**src/rtl/cfa_pkg.sv**
```systemverilog
package cfa_pkg;

    localparam int IDX_W  = 2;
    localparam int SLOTS  = 4;
    localparam int SETS   = 4;
    localparam int CODE_W = 8;

    typedef enum logic [0:0] {
        ROW_EVEN = 1'b0,
        ROW_ODD  = 1'b1
    } row_e;

endpackage

```
**src/rtl/cfa_row_seq.sv**
```systemverilog
module cfa_row_seq #(
    parameter int IDX_W = cfa_pkg::IDX_W
) (
    input  logic               clk,
    input  logic               rst,
    input  logic               line_active,
    input  logic [2*IDX_W-1:0] row_len,
    output cfa_pkg::row_e      row_o,
    output logic [IDX_W-1:0]   pos_o
);
    import cfa_pkg::*;

    typedef struct packed {
        row_e             row;
        logic [IDX_W-1:0] pos;
        logic             was_act;
    } seq_st_t;

    seq_st_t          st_d, st_q;
    logic [IDX_W-1:0] last_pos;

    always_comb begin
        last_pos = (st_q.row == ROW_ODD) ? row_len[2*IDX_W-1:IDX_W]
                                         : row_len[IDX_W-1:0];
        st_d         = st_q;
        st_d.was_act = line_active;
        if (line_active) begin
            st_d.pos = (st_q.pos == last_pos) ? '0 : st_q.pos + 1'b1;
        end else begin
            st_d.pos = '0;
        end
        if (st_q.was_act && !line_active) begin
            st_d.row = (st_q.row == ROW_EVEN) ? ROW_ODD : ROW_EVEN;
        end
    end

    always_ff @(posedge clk) begin
        if (rst) begin
            st_q <= '{row: ROW_EVEN, pos: '0, was_act: 1'b0};
        end else begin
            st_q <= st_d;
        end
    end

    assign row_o = st_q.row;
    assign pos_o = st_q.pos;

    // reset lands on the even pattern, slot 0
    p_reset_home_r8: assert property (@(posedge clk)
        rst |=> (st_q.pos == '0 && st_q.row == ROW_EVEN));

    // blanking parks the position at slot 0
    p_blank_park_r5: assert property (@(posedge clk) disable iff (rst)
        !line_active |=> (st_q.pos == '0));

    // active pixels step the position by one
    p_step_r5: assert property (@(posedge clk) disable iff (rst)
        (line_active && st_q.pos != last_pos)
        |=> (st_q.pos == IDX_W'($past(st_q.pos) + 1)));

    // wrap after the last used slot
    p_wrap_r4: assert property (@(posedge clk) disable iff (rst)
        (line_active && st_q.pos == last_pos) |=> (st_q.pos == '0));

    // end of an active line swaps the pattern
    p_swap_r6: assert property (@(posedge clk) disable iff (rst)
        (st_q.was_act && !line_active) |=> (st_q.row != $past(st_q.row)));

    // no swap without a line ending
    p_keep_r6: assert property (@(posedge clk) disable iff (rst)
        !(st_q.was_act && !line_active) |=> $stable(st_q.row));

endmodule

```
**src/rtl/cfa_slot_pick.sv**
```systemverilog
module cfa_slot_pick #(
    parameter int IDX_W = cfa_pkg::IDX_W,
    parameter int SLOTS = cfa_pkg::SLOTS
) (
    input  logic [SLOTS*IDX_W-1:0] pat_even,
    input  logic [SLOTS*IDX_W-1:0] pat_odd,
    input  cfa_pkg::row_e          row_i,
    input  logic [IDX_W-1:0]       pos_i,
    input  logic                   bypass,
    output logic [IDX_W-1:0]       idx_o
);
    import cfa_pkg::*;

    logic [IDX_W-1:0] even_slot [SLOTS];
    logic [IDX_W-1:0] odd_slot  [SLOTS];
    logic [IDX_W-1:0] chosen;

    for (genvar g = 0; g < SLOTS; g++) begin : g_unpack
        assign even_slot[g] = pat_even[g*IDX_W +: IDX_W];
        assign odd_slot[g]  = pat_odd[g*IDX_W +: IDX_W];
    end

    always_comb begin
        chosen = (row_i == ROW_ODD) ? odd_slot[pos_i] : even_slot[pos_i];
        idx_o  = bypass ? '0 : chosen;
    end

endmodule

```
**src/rtl/cfa_bank_mux.sv**
```systemverilog
module cfa_bank_mux #(
    parameter int IDX_W  = cfa_pkg::IDX_W,
    parameter int SETS   = cfa_pkg::SETS,
    parameter int CODE_W = cfa_pkg::CODE_W
) (
    input  logic [SETS*CODE_W-1:0]  gain_flat,
    input  logic [SETS*CODE_W-1:0]  ofs_flat,
    input  logic [IDX_W-1:0]        idx_i,
    output logic [CODE_W-1:0]       gain_o,
    output logic signed [CODE_W-1:0] ofs_o
);
    logic [CODE_W-1:0] gain_set [SETS];
    logic [CODE_W-1:0] ofs_set  [SETS];

    for (genvar k = 0; k < SETS; k++) begin : g_sets
        assign gain_set[k] = gain_flat[k*CODE_W +: CODE_W];
        assign ofs_set[k]  = ofs_flat[k*CODE_W +: CODE_W];
    end

    always_comb begin
        gain_o = gain_set[idx_i];
        ofs_o  = $signed(ofs_set[idx_i]);
    end

endmodule

```
**src/rtl/cfa_gain_select.sv**
```systemverilog
module cfa_gain_select #(
    parameter int IDX_W  = cfa_pkg::IDX_W,
    parameter int SLOTS  = cfa_pkg::SLOTS,
    parameter int SETS   = cfa_pkg::SETS,
    parameter int CODE_W = cfa_pkg::CODE_W
) (
    input  logic                     clk,
    input  logic                     rst,
    input  logic                     line_active,
    input  logic                     aux_mode,
    input  logic                     cfa_enable,
    input  logic [SLOTS*IDX_W-1:0]   pat_row0,
    input  logic [SLOTS*IDX_W-1:0]   pat_row1,
    input  logic [2*IDX_W-1:0]       row_len,
    input  logic [SETS*CODE_W-1:0]   gain_regs,
    input  logic [SETS*CODE_W-1:0]   ofs_regs,
    output logic [CODE_W-1:0]        gain_out,
    output logic signed [CODE_W-1:0] ofs_out,
    output logic [IDX_W-1:0]         sel_idx
);
    import cfa_pkg::*;

    row_e             cur_row;
    logic [IDX_W-1:0] cur_pos;
    logic             force_set0;

    assign force_set0 = aux_mode | ~cfa_enable;

    cfa_row_seq #(.IDX_W(IDX_W)) u_seq (
        .clk         (clk),
        .rst         (rst),
        .line_active (line_active),
        .row_len     (row_len),
        .row_o       (cur_row),
        .pos_o       (cur_pos)
    );

    cfa_slot_pick #(.IDX_W(IDX_W), .SLOTS(SLOTS)) u_pick (
        .pat_even (pat_row0),
        .pat_odd  (pat_row1),
        .row_i    (cur_row),
        .pos_i    (cur_pos),
        .bypass   (force_set0),
        .idx_o    (sel_idx)
    );

    cfa_bank_mux #(.IDX_W(IDX_W), .SETS(SETS), .CODE_W(CODE_W)) u_mux (
        .gain_flat (gain_regs),
        .ofs_flat  (ofs_regs),
        .idx_i     (sel_idx),
        .gain_o    (gain_out),
        .ofs_o     (ofs_out)
    );

    // single-set mode forces index 0
    p_force_set0_r7: assert property (@(posedge clk) disable iff (rst)
        force_set0 |-> (sel_idx == '0));

    // gain follows the selected index
    p_gain_follow_r2: assert property (@(posedge clk) disable iff (rst)
        gain_out == gain_regs[sel_idx*CODE_W +: CODE_W]);

    // offset follows the selected index
    p_ofs_follow_r2: assert property (@(posedge clk) disable iff (rst)
        ofs_out == $signed(ofs_regs[sel_idx*CODE_W +: CODE_W]));

    // with bypass off the index comes from a slot of the active pattern
    p_slot_src_r3: assert property (@(posedge clk) disable iff (rst)
        (!force_set0 && cur_row == ROW_EVEN)
        |-> (sel_idx == pat_row0[cur_pos*IDX_W +: IDX_W]));

endmodule

```
**config.mk**
```make
export PLATFORM = sky130hd
export DESIGN_NAME = cfa_gain_select
export DESIGN_NICKNAME = d
export VERILOG_FILES = /design/src/rtl/cfa_pkg.sv /design/src/rtl/cfa_row_seq.sv /design/src/rtl/cfa_slot_pick.sv /design/src/rtl/cfa_bank_mux.sv /design/src/rtl/cfa_gain_select.sv
export SDC_FILE = /design/constraint.sdc
export NUM_CORES = 1
export LEC_CHECK = 0
export ABC_AREA = 1
export CORE_AREA = 5 5 63 48
export CTS_BUF_LIST = sky130_fd_sc_hd__clkbuf_16
export CTS_CLUSTER_DIAMETER = 60
export DETAILED_ROUTE_END_ITERATION = 8
export DIE_AREA = 0 0 68 53
export DONT_BUFFER_PORTS = 1
export PLACE_DENSITY = 0.73
export SYNTH_ARGS = -nofsm -noshare
export SYNTH_HDL_FRONTEND = slang
export SYNTH_HIERARCHICAL = 1
export SYNTH_SLANG_ARGS = --single-unit
```
**constraint.sdc**
```tcl
create_clock -name clk -period 1.4 [get_ports clk]
set_input_delay 0.14 -clock clk [delete_from_list [all_inputs] [get_ports clk]]
set_output_delay 0.14 -clock clk [all_outputs]
set_load 0.02 [all_outputs]
```
==> results of run 1 <==
sequential cells by signal (all words and copies together), names as in the netlist:
signal / flops
u_seq/pos_o: 2
u_seq/row_o: 1
u_seq/st_q: 1
cells in the final DEF, fill, tap and decap left out, types with 2 or more instances in the layout:
cell type  netlist  final
nand2_1        110     83
inv_1           81     80
nand3_1         45     27
nand2_2          4     26
nand3_2          0     16
buf_4            5      9
inv_2            9      9
nand2_4          0      5
clkbuf_16        0      4
buf_6            7      4
nor2_1           6      3
clkinv_8         0      2
buf_8            0      2
nand3_4          0      2
buf_12           0      2
nor2_4           0      2
dfxtp_1          4      2
routing by layer:
layer	share of wire (%)	vias to the layer above
met5	0	-
li1	-	808
met3	8.1	4
met2	51	72
met4	0.56	0
met1	40	704
through the flow:
step / setup TNS [ns] / instances / utilization (%)
floorplan: -5.260 / 278 / -
global placement: -3.059 / 310 / 57.39
detailed placement: -3.536 / 310 / 57.39
CTS: -5.831 / 314 / 62.83
global route: -8.251 / 323 / 75.20
finish: -6.631 / 323 / 75.20
synth_stat cells, types with 4 or more instances:
| cell type | count | area (um2) |
|---|---|---|
| buf_4 | 5 | 37.54 |
| buf_6 | 7 | 78.83 |
| dfxtp_1 | 4 | 80.08 |
| inv_1 | 81 | 304.0 |
| inv_2 | 9 | 33.78 |
| nand2_1 | 110 | 412.9 |
| nand2_2 | 4 | 25.02 |
| nand3_1 | 45 | 225.2 |
| nor2_1 | 6 | 22.52 |
power groups by stage:
stage	Combinational, uW	Sequential [uW]	Clock, uW
4_1_cts	479	132	456
5_1_grt	656	133	468
6_report	599	131	446
2_1_floorplan	423	129	0
3_3_place_gp	453	133	0
3_5_place_dp	458	134	0
final timing paths:
kind / endpoint / depth (start not counted) / startpoint
max reg2reg: u_seq/pos_o[1]$_SDFF_PP0_ / 9 / u_seq/pos_o[0]$_SDFF_PP0_
min reg2reg: u_seq/row_o$_SDFFE_PP0P_ / 2 / u_seq/st_q[0]$_SDFF_PP0_
max: ofs_out[7] / 11 / u_seq/pos_o[0]$_SDFF_PP0_
min: u_seq/row_o$_SDFFE_PP0P_ / 2 / rst
worst max-delay path: cells and delay by family (launching register included):
family                 cells  cell delay (ns)
and+or+nand+nor            8             0.72
DFF                        1             0.36
buffers and inverters      3             0.41
layout make-up:
class	count	area, um2	share of cell area [%]
Inverter	92	369.1	20.92
Clock buffer	3	75.07	4.255
Tap cell	34	42.54	2.411
Sequential cell	4	85.08	4.823
Timing Repair Buffer	19	217.7	12.34
Multi-Input combinational cell	169	942.2	53.40
Timing Repair inverter	2	32.53	1.844
cell families (layout without fill, tap and decap cells):
group,Yosys count,count (layout),share of synthesized area (%)
flip-flops,4,4,6.250
XOR/XNOR,1,1,0.6837
buffers and inverters,105,116,37.01
AND/OR/NAND/NOR,166,166,55.08
AO/OA/AOI/OAI,2,2,0.9764
timing repair:
| item | CTS | global route |
|---|---|---|
| setup endpoints to repair | 18 | 18 |
| endpoints found under the hold margin | 1 | 0 |
| gates resized for setup | 12 | 54 |
| gates cloned | 0 | 3 |
| hold buffers | 1 | 0 |
| pin swaps | 1 | 16 |
| setup buffers | 0 | 7 |
==> reports/metrics.csv, run 1 <==
stage,metric,value,unit
clock_tree,numClockSinks,4,
floorplanning,coreArea,2346,um2
floorplanning,ios,107,
route,drc_errors,0,
global_route,grt.overflow.total,0,
layout,n_fill_cell,203,
floorplanning,die_area,3604,um2
layout,syn_to_final_growth,37.70,%
synthesis,synth-edff-count,0,
global_route,grt_pass1_vias,1352,
critical_path,cp-start-kind,register,
critical_path,cp.arrival,1.71,ns
critical_path,cp_max_fo,8,
sta,hold_viol,0,
layout,stdcell_area,1764,um2
critical_path,critical_path_class,register to output pin,
run_status,status,finished with violations,
clock_tree,clockBufferDepth,2,
placement,place_hpwl,2.868,mm
clock_tree,htreeDepth,1,
clock_tree,clkLatencyLatePin,0.22,ns
power_and_ir_drop,pwr-share-clk,37.9,%
global_route,grt_usage,19.23,%
sta,setup_viol,18,
power_and_ir_drop,p_sw_share,39.87,%
power_and_ir_drop,seq_power_share,11.2,%
power_and_ir_drop,p_leak,0.001104,uW
sta,worst_pin_slew,0.2399,ns
placement,gp_congestion,0.7406,
global_route,grt_pass1_wl,5.375,mm
floorplanning,start_util,54.61,%
sta,grt_setup_unrepaired,true,
route,drtAntennaViolNets,0,
synthesis,synthArstFlopShare,0,%
floorplanning,row_count,15,
power_and_ir_drop,p_comb_share,50.9,%
clock_tree,path_clk_slew,0.03,ns
sta,fin_crit,1.850,ns
power_and_ir_drop,vdd_ir_drop_max,800.7,uV
critical_path,crit_path_top_delay_cell,dfxtp_4,
min_path,holdCritPathClass,input port to register,
sta,setup_ws,-0.4499,ns
route,drtIter0Drc,80,
global_route,grt_antenna_before_repair,0,
critical_path,rrSetupSlack,0.17,ns
power_and_ir_drop,internal_power,707.3,uW
synthesis,synth.net_count,367,
placement,portBuffers,0,
global_route,grt_max_degree,33,
critical_path,path_cells,buf_6 -> nand2_2 -> nand3_2 -> nand2_1 -> nor2_2 -> nor2_4 -> buf_12 -> clkinv_8 -> nand2_1 -> nand3_1 -> nand2_2,
sta,slew_violations,0,
route,drt-wirelength-per-cell,12.62,um
global_route,grt_util_met3,5.945,%
critical_path,required,1.26,ns
critical_path,cp_slowest_stage_delay,0.36,ns
sta,fmax,540.6,MHz
synthesis,synth_ff_type,dfxtp_1,
floorplanning,fp.dieW,68,um
synthesis,ys_ff_latch,4,
route,drt-total-wl,4.077,mm
layout,drive_above_1_share,31.14,%
global_route,use_met1,21.08,%
clock_tree,cts-root-buf,clkbuf_16,
layout,num_antenna_cells,0,
global_route,gr-usage-met2,35.84,%
clock_tree,numCtsBuffers,3,
route,firstDrtPassIters,4,
layout,nNetsFinal,380,
sta,hold_ws,0.08150,ns
global_route,grt-busiest-layer,met2,
synthesis,yosysUniqueCellTypes,16,
route,vias,1588,
power_and_ir_drop,switching_power,469.0,uW
sta,timing.slew.headroom,83.98,%
synthesis,netlist_instances,278,
synthesis,synth-seq-area-share,6.250,%
sta,finClkSkew,0.0005924,ns
placement,pre_cts_slack,-0.2335,ns
power_and_ir_drop,power,1176,uW
critical_path,cp-end-kind,output pin,
synthesis,avgSynthCellArea,4.609,um2
sta,post-route-period-util,132.1,%
synthesis,syn_area,1281,um2
power_and_ir_drop,p_per_area,666.7,nW/um2
run,drv_cap,0,
clock_tree,cts_tree,done,
synthesis,yosys_warnings,6,
route,viasPerCell,4.916,
run_status,violations,negative setup slack,
placement,placed_area,1346,um2
floorplanning,die_y,53,um
(Power assumes the default switching activity.)
==> inputs of run 2 (changes only) <==
CORE_AREA = 5 5 60 46   (was 5 5 63 48)
DIE_AREA = 0 0 65 51   (was 0 0 68 53)
HOLD_SLACK_MARGIN = 0.12   (was unset)
PLACE_DENSITY = 0.77   (was 0.73)
clock period = 1.9 ns   (was 1.4 ns; I/O delays follow)
==> run 2 against run 1 <==
  * The flow now finishes without violations
  * Count of clock-buffer cells in the layout did not move
  * Setup slack better by 0.50 ns
  * Combinational power decreased by 23%
  * Die area shrank 8.0%
  * Sequential power is 25% lower
  * Via count increased by 0.88%
  * Sequential share of layout area hardly changed
  * First-iteration DRC count decreased by 3.8%
  * Core utilization rose by 10 points
  * Critical path type unchanged
  * Critical endpoint is now gain_out[2]
==> reports/metrics.csv, run 2 (same netlist as run 1, synthesis figures left out) <==
stage,metric,value,unit
sta,setup_viol,0,
critical_path,cp.arrival,1.66,ns
min_path,holdCritPathClass,input port to register,
floorplanning,row_count,14,
min_path,hp-start,rst,
sta,fmax,540.5,MHz
critical_path,r2r_cells,8,
sta,post-route-period-util,97.37,%
clock_tree,path_clk_slew,0.03,ns
sta,fin_crit,1.850,ns
placement,place_hpwl,2.714,mm
critical_path,critical_path_class,register to output pin,
power_and_ir_drop,p_sw_share,40.41,%
layout,multi_input_area,1025,um2
global_route,grt_pass1_vias,1400,
layout,largest_reg_flops,2,
layout,final_cells,305,
layout,syn_to_final_growth,38.77,%
critical_path,timing.rr.start,u_seq/row_o$_SDFFE_PP0P_,
placement,gp_congestion,0.8249,
route,firstDrtPassIters,6,
route,viasPerCell,5.252,
power_and_ir_drop,internal_power,530.4,uW
floorplanning,ios,107,
layout,stdcell_area,1778,um2
power_and_ir_drop,pwr-share-clk,37.0,%
power_and_ir_drop,p_leak,0.001104,uW
clock_tree,htreeDepth,1,
critical_path,required,1.71,ns
sta,timing.slew.headroom,77.70,%
clock_tree,clockBufferDepth,2,
run_status,status,"complete, no violations",
clock_tree,cts-root-buf,clkbuf_16,
clock_tree,numClockSinks,4,
min_path,whs_endpoint,u_seq/row_o$_SDFFE_PP0P_,
power_and_ir_drop,seq_power_share,11.0,%
layout,layout_common_cells,"88 x nand2_1, 81 x inv_1, 24 x nand3_2",
placement,placed_area,1257,um2
critical_path,crit_path_top_delay_cell,dfxtp_4,
layout,drive_above_1_share,30.60,%
layout,n_fill_cell,133,
critical_path,cp-end-kind,output pin,
placement,pre_cts_slack,0.09696,ns
critical_path,rr_endpoint,u_seq/pos_o[0]$_SDFF_PP0_,
global_route,grt_max_degree,33,
global_route,grt.overflow.total,0,
clock_tree,clkLatencyLatePin,0.23,ns
floorplanning,die_area,3315,um2
placement,portBuffers,0,
route,drt-wirelength-per-cell,13.93,um
sta,grt_setup_unrepaired,true,
critical_path,cp_max_fo,8,
layout,final_common_cell,nand2_1,
floorplanning,die_y,51,um
layout,nNetsFinal,372,
global_route,grt_pass1_wl,5.623,mm
placement,placed_cells,295,
route,drtIter0Drc,77,
global_route,grt_antenna_before_repair,0,
min_path,min_path_cells,2,
route,drtAntennaViolNets,0,
clock_tree,numCtsBuffers,3,
sta,hold_viol,0,
sta,worst_pin_slew,0.3341,ns
critical_path,cp_slowest_stage_delay,0.39,ns
power_and_ir_drop,vdd_ir_drop_max,584.6,uV
global_route,grt_usage,21.41,%
floorplanning,start_util,61.46,%
sta,finClkSkew,0.002274,ns
floorplanning,coreArea,2085,um2
critical_path,rrSetupSlack,0.73,ns
sta,slew_violations,0,
route,drt-total-wl,4.250,mm
run,drv_cap,0,
power_and_ir_drop,p_per_area,500.6,nW/um2
sta,setup_ws,0.04999,ns
route,drc_errors,0,
power_and_ir_drop,switching_power,359.7,uW
layout,num_antenna_cells,0,
critical_path,path_cells,inv_6 -> nand2_2 -> nand3_1 -> nand3_1 -> nand2_2 -> nor2_4 -> buf_12 -> buf_6 -> nand2_1 -> nand3_2 -> nand2_4,
floorplanning,fp.dieW,65,um
critical_path,cp-start-kind,register,
layout,regArea,85.08,um2
power_and_ir_drop,p_comb_share,52.1,%
clock_tree,cts_tree,done,
route,vias,1602,
run 2: stage by stage:
stage | total power [uW] | TNS (ns) | hold slack [ns] | util [%]
after CTS | 758.4 | 0 | 0.1342 | 66.03
after floorplan | 383.5 | 0 | 0.2613 | -
after global routing | 947.1 | -0.2428 | 0.1429 | 85.29
after detailed placement | 408.1 | 0 | 0.2638 | 60.32
final | 890.1 | 0 | 0.1438 | 85.29
after global placement | 403.6 | 0 | 0.2641 | 60.32
run 2: power by group through the flow:
stage	Combinational, uW	Sequential, uW	Clock [uW]
floorplan	289	94.7	0
global placement	306	97.8	0
detailed placement	310	98.2	0
CTS	327	97.5	334
global route	504	99.2	344
finish	463	97.8	329
run 2: layout make-up:
class / instances / area share (%)
Inverter: 92 / 20.69
Timing Repair Buffer: 13 / 10.98
Tap cell: 24 / 1.689
Sequential cell: 4 / 4.785
Clock buffer: 3 / 4.222
Multi-Input combinational cell: 169 / 57.64
run 2: worst max path at each step:
stage | end | start | slack (ns) | cells after the start
after floorplan | gain_out[2] | u_seq/pos_o[0]$_SDFF_PP0_ | 0.003 | 12
after global placement | gain_out[0] | u_seq/pos_o[0]$_SDFF_PP0_ | 0.16 | 9
after detailed placement | ofs_out[3] | u_seq/pos_o[0]$_SDFF_PP0_ | 0.1 | 9
after CTS | gain_out[6] | u_seq/pos_o[0]$_SDFF_PP0_ | 0.005 | 9
after global routing | ofs_out[7] | u_seq/pos_o[0]$_SDFF_PP0_ | -0.05 | 11
final | gain_out[2] | u_seq/pos_o[0]$_SDFF_PP0_ | 0.05 | 11
run 2: per-layer routing:
layer | up-vias | wire length, um | global-route usage [%]
li1 | 788 | - | -
met1 | 715 | 1629 | 22.51
met2 | 91 | 2173 | 39.73
met3 | 8 | 373 | 6.140
met4 | 0 | 74 | 9.825
met5 | - | 0 | 0
run 2: critical path: cells and delay by family, from the launching register on:
kind,cells,cell delay [ns]
simple gates,8,0.68
buf+inv,3,0.35
flops,1,0.39
run 2: timing repair:
item	in CTS	in global routing
endpoints found under the setup margin	16	16
setup buffers	0	2
pin swaps	0	29
resized for setup	10	76
hold buffers	1	0
cloned	1	3
hold endpoints to repair	1	0
==> inputs of run 3 (changes only) <==
CORE_AREA = 2 2 61 46   (was 5 5 60 46)
DIE_AREA = 0 0 63 48   (was 0 0 65 51)
PLACE_DENSITY = 0.68   (was 0.77)
==> run 3 against run 2 <==
  * The flow now finishes with violations (negative setup slack)
  * Largest power group unchanged
  * Largest cell class unchanged
  * Highest routed layer unchanged
  * Clock power is essentially flat
  * Core utilization down 10 points
  * Worst hold slack got worse by 0.0092 ns
  * Sequential power decreased by 2%
==> reports/metrics.csv, run 3 (same netlist as run 1, synthesis figures left out) <==
stage,metric,value,unit
layout,num_antenna_cells,0,
placement,portBuffers,0,
layout,nNetsFinal,373,
placement,gp_congestion,0.7893,
critical_path,cp_common_cell,nand3_2,
sta,fin_crit,1.912,ns
clock_tree,numCtsBuffers,3,
sta,worst_pin_slew,0.3304,ns
global_route,grt_max_degree,33,
layout,regArea,83.83,um2
route,wl_met1,1.596,mm
layout,final_cells,316,
floorplanning,coreArea,2384,um2
critical_path,rrSetupSlack,0.79,ns
floorplanning,ios,107,
layout,layout_common_cells,"81 x inv_1, 77 x nand2_1, 27 x nand2_2",
clock_tree,clockBufferDepth,2,
floorplanning,die_y,48,um
critical_path,critical_path_class,register to output pin,
sta,finClkSkew,0.001439,ns
sta,setup_ws,-0.01228,ns
placement,place_hpwl,2.419,mm
layout,syn_to_final_growth,39.45,%
route,top_layer,met4,
route,drt-total-wl,3.670,mm
clock_tree,cts-root-buf,clkbuf_16,
critical_path,path_cells,buf_6 -> nand2_2 -> nand3_2 -> nand3_2 -> nand2_2 -> nor2_4 -> buf_12 -> inv_16 -> nand2_1 -> nand3_2 -> nand2_4,
critical_path,cp-start-kind,register,
layout,largest_reg_flops,2,
placement,placed_area,1285,um2
global_route,grt_pass1_vias,1173,
route,drt-wirelength-per-cell,11.61,um
min_path,holdCritPathClass,input port to register,
sta,slew_violations,0,
sta,timing.slew.headroom,77.94,%
power_and_ir_drop,p_leak,0.001112,uW
route,firstDrtPassIters,4,
route,vias,1536,
global_route,grt_pass1_wl,4.864,mm
sta,grt_setup_unrepaired,true,
route,viasPerCell,4.861,
critical_path,cp_max_fo,32,
clock_tree,path_clk_slew,0.03,ns
sta,fmax,522.9,MHz
floorplanning,start_util,53.75,%
route,dr_wl_met3,269,um
run_status,status,finished with violations,
critical_path,required,1.71,ns
layout,final_common_cell,inv_1,
layout,drive_above_1_share,32.98,%
clock_tree,cts_tree,done,
global_route,grt_antenna_before_repair,0,
clock_tree,numClockSinks,4,
critical_path,cp-end-kind,output pin,
layout,stdcell_area,1787,um2
critical_path,cp_slowest_stage_delay,0.35,ns
power_and_ir_drop,vdd_ir_drop_max,554.6,uV
critical_path,cp.arrival,1.72,ns
clock_tree,clkLatencyLatePin,0.22,ns
run_status,violations,negative setup slack,
global_route,grt_usage,20.66,%
floorplanning,fp.dieW,63,um
run,drv_cap,0,
layout,multi_input_area,992.2,um2
floorplanning,die_area,3024,um2
floorplanning,row_count,15,
critical_path,crit_path_top_delay_cell,dfxtp_4,
route,drc_errors,0,
sta,hold_viol,0,
route,drtAntennaViolNets,0,
sta,setup_viol,3,
global_route,grt.overflow.total,0,
sta,post-route-period-util,100.6,%
power_and_ir_drop,p_per_area,491.9,nW/um2
clock_tree,htreeDepth,1,
route,dr_wl_met2,1.771,mm
layout,n_fill_cell,205,
placement,placed_cells,307,
route,drtIter0Drc,88,
run 3: cell count changes in the layout (fill, tap and decap cells not counted), moves of 3 or more:
| cell | change |
|---|---|
| nand3_1 | +3 |
| nand2_1 | -11 |
| nand3_4 | -3 |
| nand2_4 | -3 |
| nand2_2 | +14 |
run 3: worst max-delay path: cells and delay by family (launching register included):
kind          cells  cell delay [ns]
buf+inv           3             0.40
simple gates      8             0.74
flops             1             0.35
run 3: power breakdown:
| part | switching [uW] | internal, uW | total (uW) |
|---|---|---|---|
| Clock | 60.1 | 269 | 329 |
| Combinational | 281 | 173 | 454 |
| Sequential | 6.87 | 89.0 | 95.9 |
run 3: area by class of cell:
type,count,area share [%]
Multi-Input combinational cell,169,55.53
Tap cell,34,2.381
Timing Repair Buffer,14,12.54
Inverter,92,20.66
Sequential cell,4,4.692
Clock buffer,3,4.202
run 3: path summary, 6_finish.rpt:
path / start / endpoint / cells after the start
worst max-delay path: u_seq/pos_o[0]$_SDFF_PP0_ / ofs_out[2] / 11
worst min-delay path: rst / u_seq/row_o$_SDFFE_PP0P_ / 2
worst max register to register: u_seq/row_o$_SDFFE_PP0P_ / u_seq/pos_o[1]$_SDFF_PP0_ / 7
worst min register to register: u_seq/st_q[0]$_SDFF_PP0_ / u_seq/row_o$_SDFFE_PP0P_ / 2
run 3: per-layer routing:
metal	global-route usage (%)	up-vias
met5	0	-
met4	8.000	0
met3	6.118	4
met2	35.96	67
met1	25.03	673
li1	-	792
run 3: through the flow:
stage               setup slack (ns)  hold slack (ns)   TNS, ns  total power (uW)  util [%]
finish                      -0.01228           0.1346  -0.01893             878.8     74.96
global route                -0.08577           0.1582    -1.002             935.5     74.96
floorplan                   0.003400           0.2613         0             383.5         -
CTS                         0.004001           0.1285         0             792.4     62.52
global placement              0.1585           0.2638         0             409.4     53.91
detailed placement           0.08719           0.2641         0             411.3     53.91
run 3: repair_timing:
action | CTS | global route
hold buffers | 1 | 0
setup endpoints to repair | 16 | 16
hold endpoints to repair | 1 | 0
buffers inserted | 1 | 1
pin swaps | 3 | 33
cloned | 1 | 2
gates resized for setup | 25 | 59
